==> config.mk <==
export PLATFORM = sky130hd
export DESIGN_NAME = agg_perf_counters
export DESIGN_NICKNAME = d
export VERILOG_FILES = /design/src/rtl/agg_perf_pkg.sv /design/src/rtl/agg_perf_irq.sv /design/src/rtl/agg_perf_ctrl.sv /design/src/rtl/agg_perf_dp.sv /design/src/rtl/agg_perf_counters.sv
export SDC_FILE = /design/constraint.sdc
export NUM_CORES = 1
export LEC_CHECK = 0
export BUFFER_PORTS_ARGS = -buffer_cell sky130_fd_sc_hd__buf_2
export CAP_MARGIN = 15
export CORE_MARGIN = 1.5
export CORE_UTILIZATION = 40
export DETAILED_ROUTE_END_ITERATION = 12
export PLACE_DENSITY = 0.67
export SLEW_MARGIN = 20
export SYNTH_ARGS = -nofsm -noshare
export SYNTH_HDL_FRONTEND = slang
export SYNTH_HIERARCHICAL = 1
export SYNTH_SLANG_ARGS = --single-unit
==> constraint.sdc <==
create_clock -name clk -period 5.6 [get_ports clk]
set_input_delay 0.84 -clock clk [delete_from_list [all_inputs] [get_ports clk]]
set_output_delay 0.84 -clock clk [all_outputs]
set_load 0.02 [all_outputs]
==> src/rtl/agg_perf_pkg.sv <==
package agg_perf_pkg;

  typedef enum logic [1:0] {
    C1_CYCLES = 2'b00,
    C1_HOLD   = 2'b01,
    C1_MISS   = 2'b10,
    C1_REPLAY = 2'b11
  } ctr1Mode_t;

  typedef struct packed {
    logic countRetire;
    logic countCycle0;
    logic bump1;
    logic clear0;
    logic clear1;
    logic dropDebt;
  } ctlStrobe_t;

endpackage

==> src/rtl/agg_perf_irq.sv <==
module agg_perf_irq (
  input  logic clk,
  input  logic rstN,
  input  logic setReq,
  input  logic enable,
  input  logic ack,
  output logic flag
);
  logic flagQ;

  always_ff @(posedge clk) begin
    if (!rstN) flagQ <= 1'b0;
    else       flagQ <= (flagQ & ~ack) | (setReq & enable);
  end

  assign flag = flagQ;
endmodule

==> src/rtl/agg_perf_ctrl.sv <==
module agg_perf_ctrl
  import agg_perf_pkg::*;
#(
  parameter int MISS_LEAD = 3
) (
  input  logic       clk,
  input  logic       rstN,
  input  logic       missEvent,
  input  logic       replayEvent,
  input  logic       measWindow,
  input  logic       ctr0En,
  input  logic       ctr1En,
  input  logic       sysEn,
  input  logic       procEn,
  input  logic       sel0,
  input  logic [1:0] sel1,
  input  logic [1:0] clrCtr,
  output ctlStrobe_t strobe
);
  localparam int SEL_W = 3;

  logic [SEL_W-1:0] selNow;
  logic [SEL_W-1:0] selPrevQ;
  logic             anyEn;
  logic             go0;
  logic             go1;
  logic             missLate;
  ctr1Mode_t        mode1;

  assign selNow = {sel0, sel1};
  assign anyEn  = sysEn | procEn;
  assign mode1  = ctr1Mode_t'(sel1);

  always_ff @(posedge clk) begin
    if (!rstN) selPrevQ <= '0;
    else       selPrevQ <= selNow;
  end

  generate
    if (MISS_LEAD <= 1) begin : gLeadOne
      logic missQ;
      always_ff @(posedge clk) begin
        if (!rstN) missQ <= 1'b0;
        else       missQ <= missEvent;
      end
      assign missLate = missQ;
    end else begin : gLeadMany
      logic [MISS_LEAD-1:0] missPipeQ;
      always_ff @(posedge clk) begin
        if (!rstN) missPipeQ <= '0;
        else       missPipeQ <= {missPipeQ[MISS_LEAD-2:0], missEvent};
      end
      assign missLate = missPipeQ[MISS_LEAD-1];
    end
  endgenerate

  assign go0 = !sel0 && ctr0En && anyEn && !clrCtr[0];
  assign go1 = !sel0 && ctr1En && anyEn && !clrCtr[1];

  always_comb begin
    strobe             = '0;
    strobe.clear0      = clrCtr[0];
    strobe.clear1      = clrCtr[1];
    strobe.dropDebt    = (selNow != selPrevQ);
    strobe.countRetire = go0 && !sel1[0];
    strobe.countCycle0 = go0 &&  sel1[0];
    unique case (mode1)
      C1_CYCLES: strobe.bump1 = go1;
      C1_HOLD:   strobe.bump1 = 1'b0;
      C1_MISS:   strobe.bump1 = go1 && missLate && measWindow;
      C1_REPLAY: strobe.bump1 = go1 && replayEvent;
      default:   strobe.bump1 = 1'b0;
    endcase
  end
endmodule

==> src/rtl/agg_perf_dp.sv <==
module agg_perf_dp
  import agg_perf_pkg::*;
#(
  parameter int CNT_W   = 20,
  parameter int LANES   = 11,
  parameter int MAX_ADD = 8,
  parameter int DEBT_W  = 3
) (
  input  logic             clk,
  input  logic             rstN,
  input  logic [LANES-1:0] retireValid,
  input  logic [LANES-1:0] retireSquash,
  input  ctlStrobe_t       strobe,
  output logic [CNT_W-1:0] ctr0Val,
  output logic [CNT_W-1:0] ctr1Val,
  output logic [1:0]       wrapPulse
);
  localparam int POP_W    = $clog2(LANES + 1);
  localparam int DEBT_MAX = (1 << DEBT_W) - 1;
  localparam int SUM_W    = $clog2(LANES + DEBT_MAX + 1);

  logic [CNT_W-1:0]  ctr0Q, ctr1Q;
  logic [DEBT_W-1:0] debtQ, debtIn, debtNext;
  logic [POP_W-1:0]  liveCnt;
  logic [SUM_W-1:0]  sumAll, addRet, leftover, inc0Amt;
  logic [CNT_W:0]    next0, next1;

  function automatic logic [POP_W-1:0] countLive(input logic [LANES-1:0] v);
    logic [POP_W-1:0] c;
    c = '0;
    for (int i = 0; i < LANES; i++) c = c + POP_W'(v[i]);
    return c;
  endfunction

  assign liveCnt  = countLive(retireValid & ~retireSquash);
  assign debtIn   = strobe.dropDebt ? '0 : debtQ;
  assign sumAll   = SUM_W'(liveCnt) + SUM_W'(debtIn);
  assign addRet   = (sumAll > SUM_W'(MAX_ADD)) ? SUM_W'(MAX_ADD) : sumAll;
  assign leftover = sumAll - addRet;
  assign debtNext = (leftover > SUM_W'(DEBT_MAX)) ? DEBT_W'(DEBT_MAX)
                                                  : leftover[DEBT_W-1:0];

  always_comb begin
    if (strobe.countRetire)      inc0Amt = addRet;
    else if (strobe.countCycle0) inc0Amt = SUM_W'(1);
    else                         inc0Amt = '0;
  end

  assign next0 = {1'b0, ctr0Q} + (CNT_W+1)'(inc0Amt);
  assign next1 = {1'b0, ctr1Q} + (CNT_W+1)'(strobe.bump1);

  always_ff @(posedge clk) begin
    if (!rstN) begin
      ctr0Q <= '0;
      debtQ <= '0;
    end else if (strobe.clear0) begin
      ctr0Q <= '0;
      debtQ <= '0;
    end else begin
      ctr0Q <= next0[CNT_W-1:0];
      debtQ <= strobe.countRetire ? debtNext : debtIn;
    end
  end

  always_ff @(posedge clk) begin
    if (!rstN)              ctr1Q <= '0;
    else if (strobe.clear1) ctr1Q <= '0;
    else                    ctr1Q <= next1[CNT_W-1:0];
  end

  assign wrapPulse[0] = !strobe.clear0 && next0[CNT_W];
  assign wrapPulse[1] = !strobe.clear1 && next1[CNT_W];
  assign ctr0Val      = ctr0Q;
  assign ctr1Val      = ctr1Q;
endmodule

==> src/rtl/agg_perf_counters.sv <==
module agg_perf_counters
  import agg_perf_pkg::*;
#(
  parameter int CNT_W     = 20,
  parameter int LANES     = 11,
  parameter int MAX_ADD   = 8,
  parameter int DEBT_W    = 3,
  parameter int MISS_LEAD = 3
) (
  input  logic             clk,
  input  logic             rstN,
  input  logic [LANES-1:0] retireValid,
  input  logic [LANES-1:0] retireSquash,
  input  logic             missEvent,
  input  logic             replayEvent,
  input  logic             measWindow,
  input  logic             ctr0En,
  input  logic             ctr1En,
  input  logic             sysEn,
  input  logic             procEn,
  input  logic             sel0,
  input  logic [1:0]       sel1,
  input  logic [1:0]       clrCtr,
  input  logic [1:0]       irqEn,
  input  logic [1:0]       irqAck,
  output logic [CNT_W-1:0] ctr0Val,
  output logic [CNT_W-1:0] ctr1Val,
  output logic [1:0]       irq
);
  ctlStrobe_t strobe;
  logic [1:0] wrapPulse;

  agg_perf_ctrl #(.MISS_LEAD(MISS_LEAD)) uCtrl (
    .clk, .rstN, .missEvent, .replayEvent, .measWindow,
    .ctr0En, .ctr1En, .sysEn, .procEn, .sel0, .sel1, .clrCtr,
    .strobe(strobe)
  );

  agg_perf_dp #(.CNT_W(CNT_W), .LANES(LANES), .MAX_ADD(MAX_ADD), .DEBT_W(DEBT_W)) uDp (
    .clk, .rstN, .retireValid, .retireSquash, .strobe(strobe),
    .ctr0Val, .ctr1Val, .wrapPulse(wrapPulse)
  );

  for (genvar k = 0; k < 2; k++) begin : gIrq
    agg_perf_irq uIrq (
      .clk, .rstN, .setReq(wrapPulse[k]), .enable(irqEn[k]),
      .ack(irqAck[k]), .flag(irq[k])
    );
  end
endmodule

Word level (Yosys, flattened, before mapping). Index checks and enable logic that the tools add are counted.

Bits in registers: 51. Input port bits: 40. Output and inout bits: 42. Word-level logic and storage cells: 66.

Add/subtract/negate cells: 14. Order comparisons: 2. Eq/ne operators: 4. Multiplexer cells: 7. Bitwise operators: 12. Reductions and logical operators: 20.

Operator list (number): $add 4x1->4 (9); $add 20x1->21 (1); $add 20x5->21 (1); $logic_and 1x1->1 (13); $and 11x11->11 (1); $not 11->11 (1); $mux 5 (2); $mux 3 (3); $add 4x3->5 (1); $gt 5x3->1 const B (1); $gt 5x4->1 const B (1); $sub 5x5->5 (1); $and 1x1->1 (4); $eq 2x2->1 const B (2); $logic_not 1->1 (4); $pmux 1 s4 (1); $reduce_or 2->1 (2); $ne 3x3->1 (1); $not 1->1 (3); $or 1x1->1 (3); $add 1x1->2 (1); $eq 2x1->1 const B (1); $logic_not 2->1 (1); $mux 1 (1).

Depth between registers and ports, before layout.
Depth after elaboration: 20. Depth in mapped cells: 22. Mapped depth without buffers: 22.

Modules after synthesis. Netlist, hierarchy kept.

By module, submodules not included: agg_perf_dp (times used 1, cells an instance 282, area an instance 2538.7 um^2, sequential area each 860.8 um^2); agg_perf_ctrl (times used 1, cells an instance 26, area an instance 276.5 um^2, sequential area each 120.1 um^2); agg_perf_irq (times used 2, cells an instance 4, area an instance 37.5 um^2, sequential area each 20.0 um^2).

Worst setup path after synthesis. No wires, ideal clock.

Path kind: input to register. Start point: input port sel0. End point: register uDp.ctr0Q[16] (netlist: uDp/ctr0Val[16]). Library setup time: 128 ps. Arrival time: 5854 ps. Required time: 5472 ps. Slack: -382 ps. Cell stages on the path: 21. Buffers on the path: 0. Cells stage by stage: xnor2_1 nand3_1 nand2b_1 fa_1 fa_1 fa_1 fa_1 inv_1 ha_1 fa_1 a21oi_1 nor2_1 nor3_1 a31o_2 ha_1 fa_1 a211oi_1 o21a_2 nor4_1 xnor2_1 nor2_1.

RTL lines: start: declaration (RTL line agg_perf_counters.sv:21) `input logic sel0,`; end signal: assignment (RTL line agg_perf_dp.sv:60) `ctr0Q <= next0[CNT_W-1:0];`; end: declaration (RTL line agg_perf_dp.sv:22) `logic [CNT_W-1:0] ctr0Q, ctr1Q;`.

==> impl_metrics.tcl <==
set metrics [dict create \
    min_period_over_period_pct 100.5 \
    cap_violations 0 \
    core_sq_mm 0.006907 \
    h-tree-depth 2 \
    wl_per_cell_microns 12.87 \
    synthArstFlopShare_pct 0 \
    avgSynthCellArea_sq_um 9.146 \
    cts_tree "yes" \
    grt_pass1_wl_microns 10710 \
    drc 0 \
    core.rowCount 30 \
    slew_headroom_pct 47.49 \
    grt_usage_pct 17.51 \
    critPathCaptureType "flip-flop" \
    min_period_ps 5630 \
    ant_nets 0 \
    io_pins 82 \
    finalPower_mw 0.7283 \
    worst_clock_skew_ps 5.192 \
    synth.ff_latch_count 51 \
    required_ps 5770 \
    synth_enable_flop_cells 0 \
    fp.dieH_microns 88.01 \
    fmax_ghz 0.1776 \
    place_hpwl_microns 4963 \
    p_leak_nw 1.740 \
    dr_total_vias 2537 \
    syn_inst 316 \
    drtIter0Drc 74 \
    syn_area_sq_mm 0.002890 \
    clkTransAtPathRegs_ps 100 \
    drv_slew 0 \
    io_buffers 81 \
    n_antenna_cell 0 \
    dr.pass1.iters 4 \
    hp-class "reg2reg" \
    place_ws_ps -374.4 \
    start_util_pct 41.85 \
    cts-root-buf "clkbuf_8" \
    place.gp.congestion 0.7890 \
    layout-drive-gt1-share_pct 33.81 \
    setup_viol 1 \
    vdd_drop_max_mv 0.09964 \
    worstSetupPathType "in2reg" \
    n_fill_cell 659 \
    p_per_area_mw_per_mm2 191.7 \
    clk_latency_ps 300 \
    grt_pass1_vias 2406 \
    areaGrowthSynthToFinish_pct 31.43 \
    numCtsBuffers 5 \
    yosysWarningCount 6 \
    cts_max_path_buffers 2 \
    hold_violations 0 \
    ys_seq_area_share_pct 35.32 \
    fin_ws_ps -30.36 \
    antenna_found_initial 0 \
    routed_wl_microns 6641 \
    status "complete, but fails checks" \
    arrival_ps 5800 \
    cp-start-kind "input pin" \
    vias_per_cell 4.917 \
    violations "negative setup slack" \
    rsz0062_at_grt "yes" \
    die_w_microns 88.01 \
    synth-main-ff-cell "dfxtp_1" \
    grt_start_max_net_pins 20 \
    die_area_sq_mm 0.007745 \
    gr-total-overflow 0 \
    worstMarginPinSlew_ps 787.6 \
    synth_cell_types 49 \
    cts.sinks 51 \
    cp_max_fo 5 \
    layout.nets 485 \
]
[sequential cells by signal (all words and copies together) (netlist names)]
name / count
uDp/debtQ: 3
uCtrl/selPrevQ: 3
uDp/ctr0Val: 20
uCtrl/gLeadMany.missPipeQ: 3
gIrq.uIrq/flag: 2
uDp/ctr1Val: 20
[cell usage after synthesis (2+ instances only)]
cell	count	area share [%]
xor2_1	19	5.8
nand4_2	2	0.87
nor3b_1	2	0.52
nand2b_1	14	3.0
nand3_1	13	2.3
a21oi_1	9	1.6
or3_1	4	0.87
a211oi_1	2	0.52
and3_1	8	1.7
nand4_1	7	1.5
dfxtp_1	51	35
ha_1	17	7.4
nor2_1	40	5.2
nand3b_1	2	0.52
conb_1	2	0.26
clkbuf_1	5	0.65
a21o_1	3	0.78
xnor2_1	17	5.2
buf_4	2	0.52
nor2b_1	12	2.6
and2_1	9	1.9
nor4_1	3	0.65
inv_1	13	1.7
fa_1	9	6.2
nor3_1	5	0.87
and4_1	2	0.61
nand2_1	15	1.9
o21ai_0	7	1.2
a21boi_1	2	0.52
[cells by family (layout without fill, tap and decap cells)]
logic type / Yosys count / count (layout) / share of synthesized area (%)
AND/OR/NAND/NOR: 148 / 148 / 29.13
flip-flops: 51 / 51 / 35.32
other: 2 / 3 / 0.2598
AO/OA/AOI/OAI: 32 / 33 / 7.749
buffers and inverters: 21 / 123 / 3.030
XOR/XNOR: 36 / 36 / 10.91
adder cells (fa/ha/maj): 26 / 26 / 13.59
[critical path, stage by stage]
cell	delay, ps
buf_6	100
xnor2_1	150
nand3_1	120
nand2b_4	160
fa_1	450
fa_1	510
fa_1	430
fa_1	500
inv_1	50
ha_2	190
fa_2	350
a21oi_2	140
nor2_1	70
nor3_2	230
buf_4	150
nor2b_1	40
ha_1	360
o21ai_2	110
o21a_4	270
buf_4	150
nor4b_4	220
xnor2_1	140
nor2_1	60
[metrics by stage]
stage	hold WS, ps	instance area, sq um	TNS [ps]	utilization [%]	cells
floorplan	405.7	2954	0	-	317
global placement	418.9	3561	-3012	51.56	502
detailed placement	419.7	3561	-4774	51.56	502
CTS	440.5	3694	0	53.48	511
global route	454.6	3799	-2618	55.00	516
finish	439.8	3799	-30.36	55.00	516
[cell type report]
class | instances | area, sq um | area share (%)
Tap cell | 96 | 120.1 | 3.162
Timing Repair Buffer | 102 | 585.6 | 15.42
Sequential cell | 51 | 1021 | 26.88
Clock buffer | 7 | 86.33 | 2.273
Clock inverter | 1 | 8.758 | 0.2306
Multi-Input combinational cell | 246 | 1928 | 50.76
Inverter | 13 | 48.80 | 1.285
[power breakdown]
part	switching, mW	internal [mW]
combinational	0.0634	0.0713
sequential	0.00192	0.366
clock	0.125	0.102
[metal layers]
layer  track usage, %  wire [microns]
met5                0               0
met4            5.195              69
met3            2.733             267
met2            31.16            3391
met1            21.71            2914
[repair_timing]
action | CTS | global route
pin swaps | 2 | 12
setup endpoints to repair | 6 | 18
hold buffers | 0 | 0
resized for setup | 5 | 14
gates cloned | 1 | 0
hold endpoints to repair | 0 | 0
setup buffers | 0 | 5
[path summary, 6_finish.rpt]
path / depth (start not counted) / slack [ps] / start / to
worst max-delay path: 23 / -30 / sel0 / uDp/ctr0Val[18]
worst min-delay path: 1 / 440 / uCtrl/gLeadMany.missPipeQ[1] / uCtrl/gLeadMany.missPipeQ[2]
worst max register to register: 22 / 290 / uCtrl/selPrevQ[1] / uDp/ctr0Val[18]
worst min register to register: 1 / 440 / uCtrl/gLeadMany.missPipeQ[1] / uCtrl/gLeadMany.missPipeQ[2]
[layout by cell type (no fill, tap or decap), types with 3 or more instances in the layout]
cell	count
buf_6	4
buf_4	20
nand3_1	13
ha_1	15
or3_1	4
a21oi_2	4
nor2b_1	12
and2_1	9
a21oi_1	6
xor2_1	18
nand2_1	15
buf_2	78
a21o_1	3
dfxtp_1	51
and3_1	8
nor3_2	3
clkbuf_8	6
xnor2_1	15
conb_1	3
inv_1	13
o21ai_0	6
nand2b_1	13
nand4_1	7
fa_1	7
nor2_1	40
Power figures use the tool's default switching activity.
